$ cat src/rtl/freq_monitor_pkg.sv
package freq_monitor_pkg;
  // one ppm scaled into threshold units (1/16 ppm)
  localparam int unsigned SUB_PPM   = 16;
  localparam int unsigned PPM_SCALE = 1_000_000 * SUB_PPM;
endpackage

$ cat src/rtl/freq_monitor_refsel.sv
module freq_monitor_refsel #(
  parameter int N_REF = 5,
  parameter int SEL_W = 3
) (
  input  logic [SEL_W-1:0] ref_sel,
  input  logic [N_REF-1:0] ref_ticks,
  output logic             ref_tick
);
  // codes outside the populated range fall back to source 0
  always_comb begin
    ref_tick = ref_ticks[0];
    for (int i = 1; i < N_REF; i++) begin
      if (ref_sel == SEL_W'(i)) ref_tick = ref_ticks[i];
    end
  end
endmodule

$ cat src/rtl/freq_monitor_gate.sv
module freq_monitor_gate #(
  parameter int CNT_W = 20
) (
  input  logic             clk,
  input  logic             rst_n,
  input  logic             ref_tick,
  input  logic             mon_tick,
  input  logic [CNT_W-1:0] gate_len,
  output logic             done,
  output logic [CNT_W-1:0] count
);
  logic [CNT_W-1:0] rcnt, mcnt, lim;
  logic             close;

  always_comb begin
    lim   = (gate_len == '0) ? '0 : gate_len - CNT_W'(1);
    close = ref_tick && (rcnt >= lim);
  end

  always_ff @(posedge clk) begin
    if (!rst_n) begin
      rcnt  <= '0;
      mcnt  <= '0;
      done  <= 1'b0;
      count <= '0;
    end else begin
      done <= close;
      if (ref_tick) rcnt <= close ? '0 : rcnt + CNT_W'(1);
      if (close) begin
        count <= (mcnt == '1) ? mcnt : mcnt + CNT_W'(mon_tick);
        mcnt  <= '0;
      end else if (mon_tick && mcnt != '1) begin
        mcnt <= mcnt + CNT_W'(1);
      end
    end
  end

  // a reported window leaves the tick counter restarted
  assert_window_restart_R2: assert property (@(posedge clk) disable iff (!rst_n)
    done |-> (rcnt == '0));
endmodule

$ cat src/rtl/freq_monitor_precise.sv
module freq_monitor_precise #(
  parameter int CNT_W = 20,
  parameter int THR_W = 13
) (
  input  logic             clk,
  input  logic             rst_n,
  input  logic             done,
  input  logic [CNT_W-1:0] count,
  input  logic [CNT_W-1:0] exp_cnt,
  input  logic [THR_W-1:0] set_thr,
  input  logic [THR_W-1:0] clr_thr,
  output logic             oof,
  output logic             primed
);
  localparam int PROD_W = CNT_W + 26;
  localparam logic [PROD_W-1:0] SCALE = PROD_W'(freq_monitor_pkg::PPM_SCALE);

  logic [CNT_W-1:0]  diff;
  logic [PROD_W-1:0] err, set_lim, clr_lim;

  always_comb begin
    diff    = (count >= exp_cnt) ? count - exp_cnt : exp_cnt - count;
    err     = PROD_W'(diff) * SCALE;
    set_lim = PROD_W'(exp_cnt) * PROD_W'(set_thr);
    clr_lim = PROD_W'(exp_cnt) * PROD_W'(clr_thr);
  end

  always_ff @(posedge clk) begin
    if (!rst_n) begin
      oof    <= 1'b1;
      primed <= 1'b0;
    end else if (done) begin
      primed <= 1'b1;
      oof    <= oof ? (err > clr_lim) : (err > set_lim);
    end
  end

  assert_hold_between_windows_R4: assert property (@(posedge clk) disable iff (!rst_n)
    !done |=> $stable(oof));
  assert_primed_stays_R1: assert property (@(posedge clk) disable iff (!rst_n)
    primed |=> primed);
endmodule

$ cat src/rtl/freq_monitor_fast.sv
module freq_monitor_fast #(
  parameter int CNT_W    = 20,
  parameter int FAST_PPM = 4000
) (
  input  logic             clk,
  input  logic             rst_n,
  input  logic             done,
  input  logic [CNT_W-1:0] count,
  output logic             oof
);
  localparam int PROD_W = CNT_W + 26;
  localparam logic [PROD_W-1:0] SCALE = PROD_W'(freq_monitor_pkg::PPM_SCALE);
  localparam logic [PROD_W-1:0] STEP  = PROD_W'(FAST_PPM * freq_monitor_pkg::SUB_PPM);

  logic [CNT_W-1:0]  prev, delta;
  logic              have_prev;
  logic [PROD_W-1:0] err, lim;

  always_comb begin
    delta = (count >= prev) ? count - prev : prev - count;
    err   = PROD_W'(delta) * SCALE;
    lim   = PROD_W'(prev) * STEP;
  end

  always_ff @(posedge clk) begin
    if (!rst_n) begin
      prev      <= '0;
      have_prev <= 1'b0;
      oof       <= 1'b0;
    end else if (done) begin
      prev      <= count;
      have_prev <= 1'b1;
      oof       <= have_prev && (err > lim);
    end
  end

  assert_first_window_quiet_R6: assert property (@(posedge clk) disable iff (!rst_n)
    (done && !have_prev) |=> !oof);
endmodule

$ cat src/rtl/freq_monitor.sv
module freq_monitor #(
  parameter int N_REF      = 5,
  parameter int SEL_W      = 3,
  parameter int CNT_W      = 20,
  parameter int THR_W      = 13,
  parameter int FAST_SHIFT = 8,
  parameter int FAST_PPM   = 4000
) (
  input  logic             clk,
  input  logic             rst_n,
  input  logic [SEL_W-1:0] ref_sel,
  input  logic [N_REF-1:0] ref_ticks,
  input  logic             mon_tick,
  input  logic [CNT_W-1:0] gate_len,
  input  logic [CNT_W-1:0] exp_cnt,
  input  logic [THR_W-1:0] set_thr,
  input  logic [THR_W-1:0] clr_thr,
  input  logic             prec_en,
  input  logic             fast_en,
  input  logic             sticky_clr,
  output logic             oof_live,
  output logic             oof_sticky
);
  logic             ref_tick;
  logic [CNT_W-1:0] fast_raw, fast_gate;
  logic             p_done, f_done, p_oof, f_oof, primed;
  logic [CNT_W-1:0] p_count, f_count;

  always_comb begin
    fast_raw  = gate_len >> FAST_SHIFT;
    fast_gate = (fast_raw == '0) ? CNT_W'(1) : fast_raw;
  end

  freq_monitor_refsel #(.N_REF(N_REF), .SEL_W(SEL_W)) refsel_i (
    .ref_sel(ref_sel), .ref_ticks(ref_ticks), .ref_tick(ref_tick));

  freq_monitor_gate #(.CNT_W(CNT_W)) prec_gate_i (
    .clk(clk), .rst_n(rst_n), .ref_tick(ref_tick), .mon_tick(mon_tick),
    .gate_len(gate_len), .done(p_done), .count(p_count));

  freq_monitor_gate #(.CNT_W(CNT_W)) fast_gate_i (
    .clk(clk), .rst_n(rst_n), .ref_tick(ref_tick), .mon_tick(mon_tick),
    .gate_len(fast_gate), .done(f_done), .count(f_count));

  freq_monitor_precise #(.CNT_W(CNT_W), .THR_W(THR_W)) prec_i (
    .clk(clk), .rst_n(rst_n), .done(p_done), .count(p_count),
    .exp_cnt(exp_cnt), .set_thr(set_thr), .clr_thr(clr_thr),
    .oof(p_oof), .primed(primed));

  freq_monitor_fast #(.CNT_W(CNT_W), .FAST_PPM(FAST_PPM)) fast_i (
    .clk(clk), .rst_n(rst_n), .done(f_done), .count(f_count), .oof(f_oof));

  always_ff @(posedge clk) begin
    if (!rst_n) begin
      oof_live   <= 1'b1;
      oof_sticky <= 1'b1;
    end else begin
      oof_live <= !primed || (prec_en && p_oof) || (fast_en && f_oof);
      if (oof_live)        oof_sticky <= 1'b1;
      else if (sticky_clr) oof_sticky <= 1'b0;
    end
  end

  assert_startup_flag_R1: assert property (@(posedge clk) disable iff (!rst_n)
    !primed |=> oof_live);
  assert_both_disabled_R7: assert property (@(posedge clk) disable iff (!rst_n)
    (primed && !prec_en && !fast_en) |=> !oof_live);
  assert_sticky_catches_R8: assert property (@(posedge clk) disable iff (!rst_n)
    oof_live |=> oof_sticky);
  assert_sticky_clear_cause_R8: assert property (@(posedge clk) disable iff (!rst_n)
    $fell(oof_sticky) |-> $past(sticky_clr));
endmodule

$ cat config.mk
export PLATFORM = sky130hd
export DESIGN_NAME = freq_monitor
export DESIGN_NICKNAME = d
export VERILOG_FILES = /design/src/rtl/freq_monitor_pkg.sv /design/src/rtl/freq_monitor_refsel.sv /design/src/rtl/freq_monitor_gate.sv /design/src/rtl/freq_monitor_precise.sv /design/src/rtl/freq_monitor_fast.sv /design/src/rtl/freq_monitor.sv
export SDC_FILE = /design/constraint.sdc
export NUM_CORES = 2
export LEC_CHECK = 0
export BUFFER_PORTS_ARGS = -buffer_cell sky130_fd_sc_hd__buf_2
export CAP_MARGIN = 10
export CORE_MARGIN = 2
export CORE_UTILIZATION = 60
export DETAILED_ROUTE_END_ITERATION = 12
export PLACE_DENSITY = 0.77
export SYNTH_ARGS = -nofsm -noshare
export SYNTH_HDL_FRONTEND = slang
export SYNTH_SLANG_ARGS = --single-unit
$ cat constraint.sdc
create_clock -name clk -period 13.9 [get_ports clk]
set_input_delay 3.475 -clock clk [delete_from_list [all_inputs] [get_ports clk]]
set_output_delay 3.475 -clock clk [all_outputs]
set_load 0.005 [all_outputs]
==> metrics.md <==
| Metric | Value |
|---|---|
| Cell area after synthesis | `between 0.04 and 0.05 mm²` |
| Filler cell count | `approximately 5,800` |
| Vias per cell | `between 5 and 6` |
| Arrival time at the worst endpoint | `~13,000 ps` |
| Final clock skew | `12.3 ps` |
| Sw power | `6.10 mW` |
| Starting DRC count in detailed routing | `2,306` |
| Final Slew Violations | `0` |
| Synth Area in XOR/XNOR | `under 10%` |
| CTS H-tree lvls | `4` |
| Clock transition at path regs | `about 80 ps` |
| Post-synth EDFFs | `0` |
| Pre-CTS setup slack | `272 ps` |
| Power, Total | `between 10 and 15 mW` |
| Compound-cell area share of the yosys netlist | `roughly an eighth` |
| Clock net sink count | `roughly 150` |
| GPL Wtd Cong | `approximately 0.96` |
| Final Hold Viols | `0` |
| Multi-input logic area | `0.0351 mm²` |
| Final HPWL DP | `83.0 mm` |
| Status | `finished, final reports clean` |
| Area growth, synth to finish | `4.02%` |
| Pint | `approximately 5 mW` |
| Clock buffer depth | `2` |
| Final worst path period share | `a little over nine tenths` |
| First-pass GRT wire length | `between 150 and 200 mm` |
| Post-cts hold buffer count | `0` |
| DR WL/cell | `18.1 µm` |
| Worst path max stage delay | `about 760 ps` |
| Top Ports | `82` |
| Worst rel slew slack | `between 10% and 20%` |
| Synth warnings | `0` |
| Clock power frac | `under 10%` |
| Reg power frac | `under 10%` |
| Final WL | `104 mm` |
| FFs w/ async S/R, synth | `0%` |
| DRT antenna net count | `0` |
| Most common cell after layout, fill and taps aside | `inv_1` |
| Clock Latency Late Sink | `470 ps` |
| Slowest CP cell | `xor2_1` |
| Worst slew pin tran | `about 1200 ps` |
| Max VDD drop | `0.456 mV` |
| Die X | `around 270 µm` |
| Cts repair resizes | `0` |
| Gate power share | `between 90% and 100%` |
| Area leader, netlist | `fa_1` |
| Root Driver | `clkbuf_16` |
| Max-Cap Viols | `0` |
| DRC viols | `0` |
| Drt pass-1 iters | `6` |
| Non-Filler Instances | `about 5,700` |
| Adder-Cell Fraction of Synth Area | `49.2%` |
| Main flop type after synthesis | `dfxtp_1` |
| Register area share after synthesis | `about 7.1%` |
| #FFs+latches synth | `~150` |
| Layout cell share with drive strength beyond 1 | `4.20%` |
| Largest net degree at the start of global routing | `64` |
| Register area | `about 0.0030 mm²` |
| Die area | `around 0.072 mm²` |
| Worst Reg-to-Reg Cells | `36` |
| CP Launch Type | `input pin` |
| Post-Synth Simple-Gate Area | `15.7%` |
| CP endpoint | `prec_i.oof` |
| Required @ worst endpoint | `14,260 ps` |
| Tot GR Track Use | `a little under a third` |
| Synth cell types | `85` |
| Via count | `approximately 33,000` |
| R2R Setup Slk | `between 2000 and 3000 ps` |
| Mapped Avg Cell Area | `8.57 µm²` |
| Die height | `roughly 270 µm` |
| Top post-synthesis cells by area | `fa_1 29%, ha_1 20%, dfxtp_1 7.1%, inv_1 6.8%, nand2_1 4.8%` |
| NumNets Final | `approximately 6,100` |
| Initial Util | `approximately three fifths` |
| PwrDens | `about 250 mW/mm²` |
| R2R Path End | `fast_i.oof` |
| Vias in the first global route | `~34,000` |
| Main combinational cell family by area after synthesis | `adder cells` |
| Switching Fraction | `a little under three fifths` |
| Grt ovf | `0` |
| Hold WS | `417 ps` |
| # Post-CTS Setup Buffers | `0` |
| Kind of critical path | `in2reg` |
| Core area | `~0.069 mm²` |
| Reg2reg start | `fast_i.prev[17]` |
| Setup violations, final | `0` |
| Post-layout min period | `around 13,000 ps` |
| Most frequent cells in the layout | `748 x inv_1, 653 x ha_1, 613 x fa_1` |
| TritonCTS Buffers | `17` |
| Count of input and output buffers | `just over 80` |
| Fmax | `between 70 and 80 MHz` |
| Setup crit end kind | `flop` |
| Hold Crit Class | `reg2reg` |
| Synth Instances | `slightly below 5,000` |
| Crit path max fanout | `17` |
| Worst Setup SP | `exp_cnt[0]` |
| Initial antenna violation count | `2` |
| # placed instances | `about 5,700` |
| Leak | `about 22 nW` |
| Std-Cell Rows | `96` |
| TritonCTS clock tree | `done` |
| Post-synthesis mux area share | `under 10%` |
| Syn_nets | `~6,200` |
| Top cell type's share of synthesized area | `a little under 30%` |
| Setup ws final | `810 ps` |
metrics by stage:
stage,setup TNS (ps),util [%],instance area (µm²)
after floorplan,0,-,41600
after global placement,0,62.2,42700
after detailed placement,0,62.2,42700
after CTS,0,63.1,43300
after global routing,-28.2,63.1,43300
final,0,63.1,43300
cell type report:
cell class,instances,area share [%]
multi-input cells,3760,81.0
repair buffers,114,1.51
clock inverters,15,0.431
clock buffers,17,0.982
flip-flops and latches,148,6.84
diodes,2,0.0116
inverters,750,6.50
well taps,931,2.69
worst max-delay path, delay by kind of cell:
kind	cells	cell delay (ps)
AO/OA/AOI/OAI	15	3710
XOR/XNOR	2	960
adder cells (fa/ha/maj)	10	3930
buffers and inverters	6	410
AND/OR/NAND/NOR	6	940
power groups by stage:
stage / combinational, mW / clock, mW / sequential, mW
floorplan: 7.57 / 0 / 0.440
global placement: 9.75 / 0 / 0.442
detailed placement: 9.88 / 0 / 0.442
CTS: 10.0 / 0.501 / 0.432
global route: 11.5 / 0.514 / 0.433
finish: 10.1 / 0.491 / 0.432
routing by layer:
layer  global-route usage [%]  wire length [µm]  vias to the layer above
met3                     5.71              8140                      149
met1                     43.0             47100                    16214
li1                         -                 -                    15676
met4                     7.50              2230                        0
met2                     47.5             46200                     1134
met5                        0                 0                        -
synth_stat cells (7+ instances only):
cell / n
a211o_1: 10
a211oi_1: 55
a21boi_0: 8
a21o_1: 121
a21oi_1: 213
a221oi_1: 8
a311oi_1: 9
a31oi_1: 23
and2_1: 180
and3_1: 30
and4_1: 15
buf_1: 8
buf_2: 7
clkbuf_1: 176
dfxtp_1: 148
fa_1: 613
ha_1: 653
inv_1: 749
mux2_2: 8
mux2i_1: 53
nand2_1: 535
nand2b_1: 36
nand3_1: 78
nand4_1: 57
nor2_1: 314
nor2b_1: 25
nor3_1: 63
nor4_1: 12
o211ai_1: 22
o21a_1: 26
o21ai_0: 119
o21ai_1: 7
o21bai_1: 25
o22ai_1: 9
o31a_1: 10
o31ai_1: 9
or2_2: 21
or3_1: 14
xnor2_1: 164
xor2_1: 125
cell families after synthesis:
| logic type | Yosys count |
|---|---|
| and+or+nand+nor | 1398 |
| buffers and inverters | 948 |
| DFF | 148 |
| AOI/OAI and AO/OA | 739 |
| muxes | 64 |
| adders and majority gates | 1268 |
| xor gates and xnor gates | 290 |
how the worst min path moves through the flow:
stage / cells after the start / endpoint / slack (ps) / start
2_1_floorplan: 1 / oof_live / 370 / prec_i.primed
3_3_place_gp: 1 / oof_live / 390 / prec_i.primed
3_5_place_dp: 1 / oof_live / 380 / prec_i.primed
4_1_cts: 1 / oof_live / 410 / prec_i.primed
5_1_grt: 1 / oof_live / 420 / prec_i.primed
6_report: 1 / oof_live / 420 / prec_i.primed
state kept, by name, indices dropped and copies added, names as in the netlist:
| register | cells |
|---|---|
| fast_gate_i.count | 20 |
| fast_gate_i.done | 1 |
| fast_gate_i.mcnt | 20 |
| fast_gate_i.rcnt | 20 |
| fast_i.have_prev | 1 |
| fast_i.oof | 1 |
| fast_i.prev | 20 |
| oof_live | 1 |
| oof_sticky | 1 |
| prec_gate_i.count | 20 |
| prec_gate_i.done | 1 |
| prec_gate_i.mcnt | 20 |
| prec_gate_i.rcnt | 20 |
| prec_i.oof | 1 |
| prec_i.primed | 1 |
(Power assumes the default switching activity.)
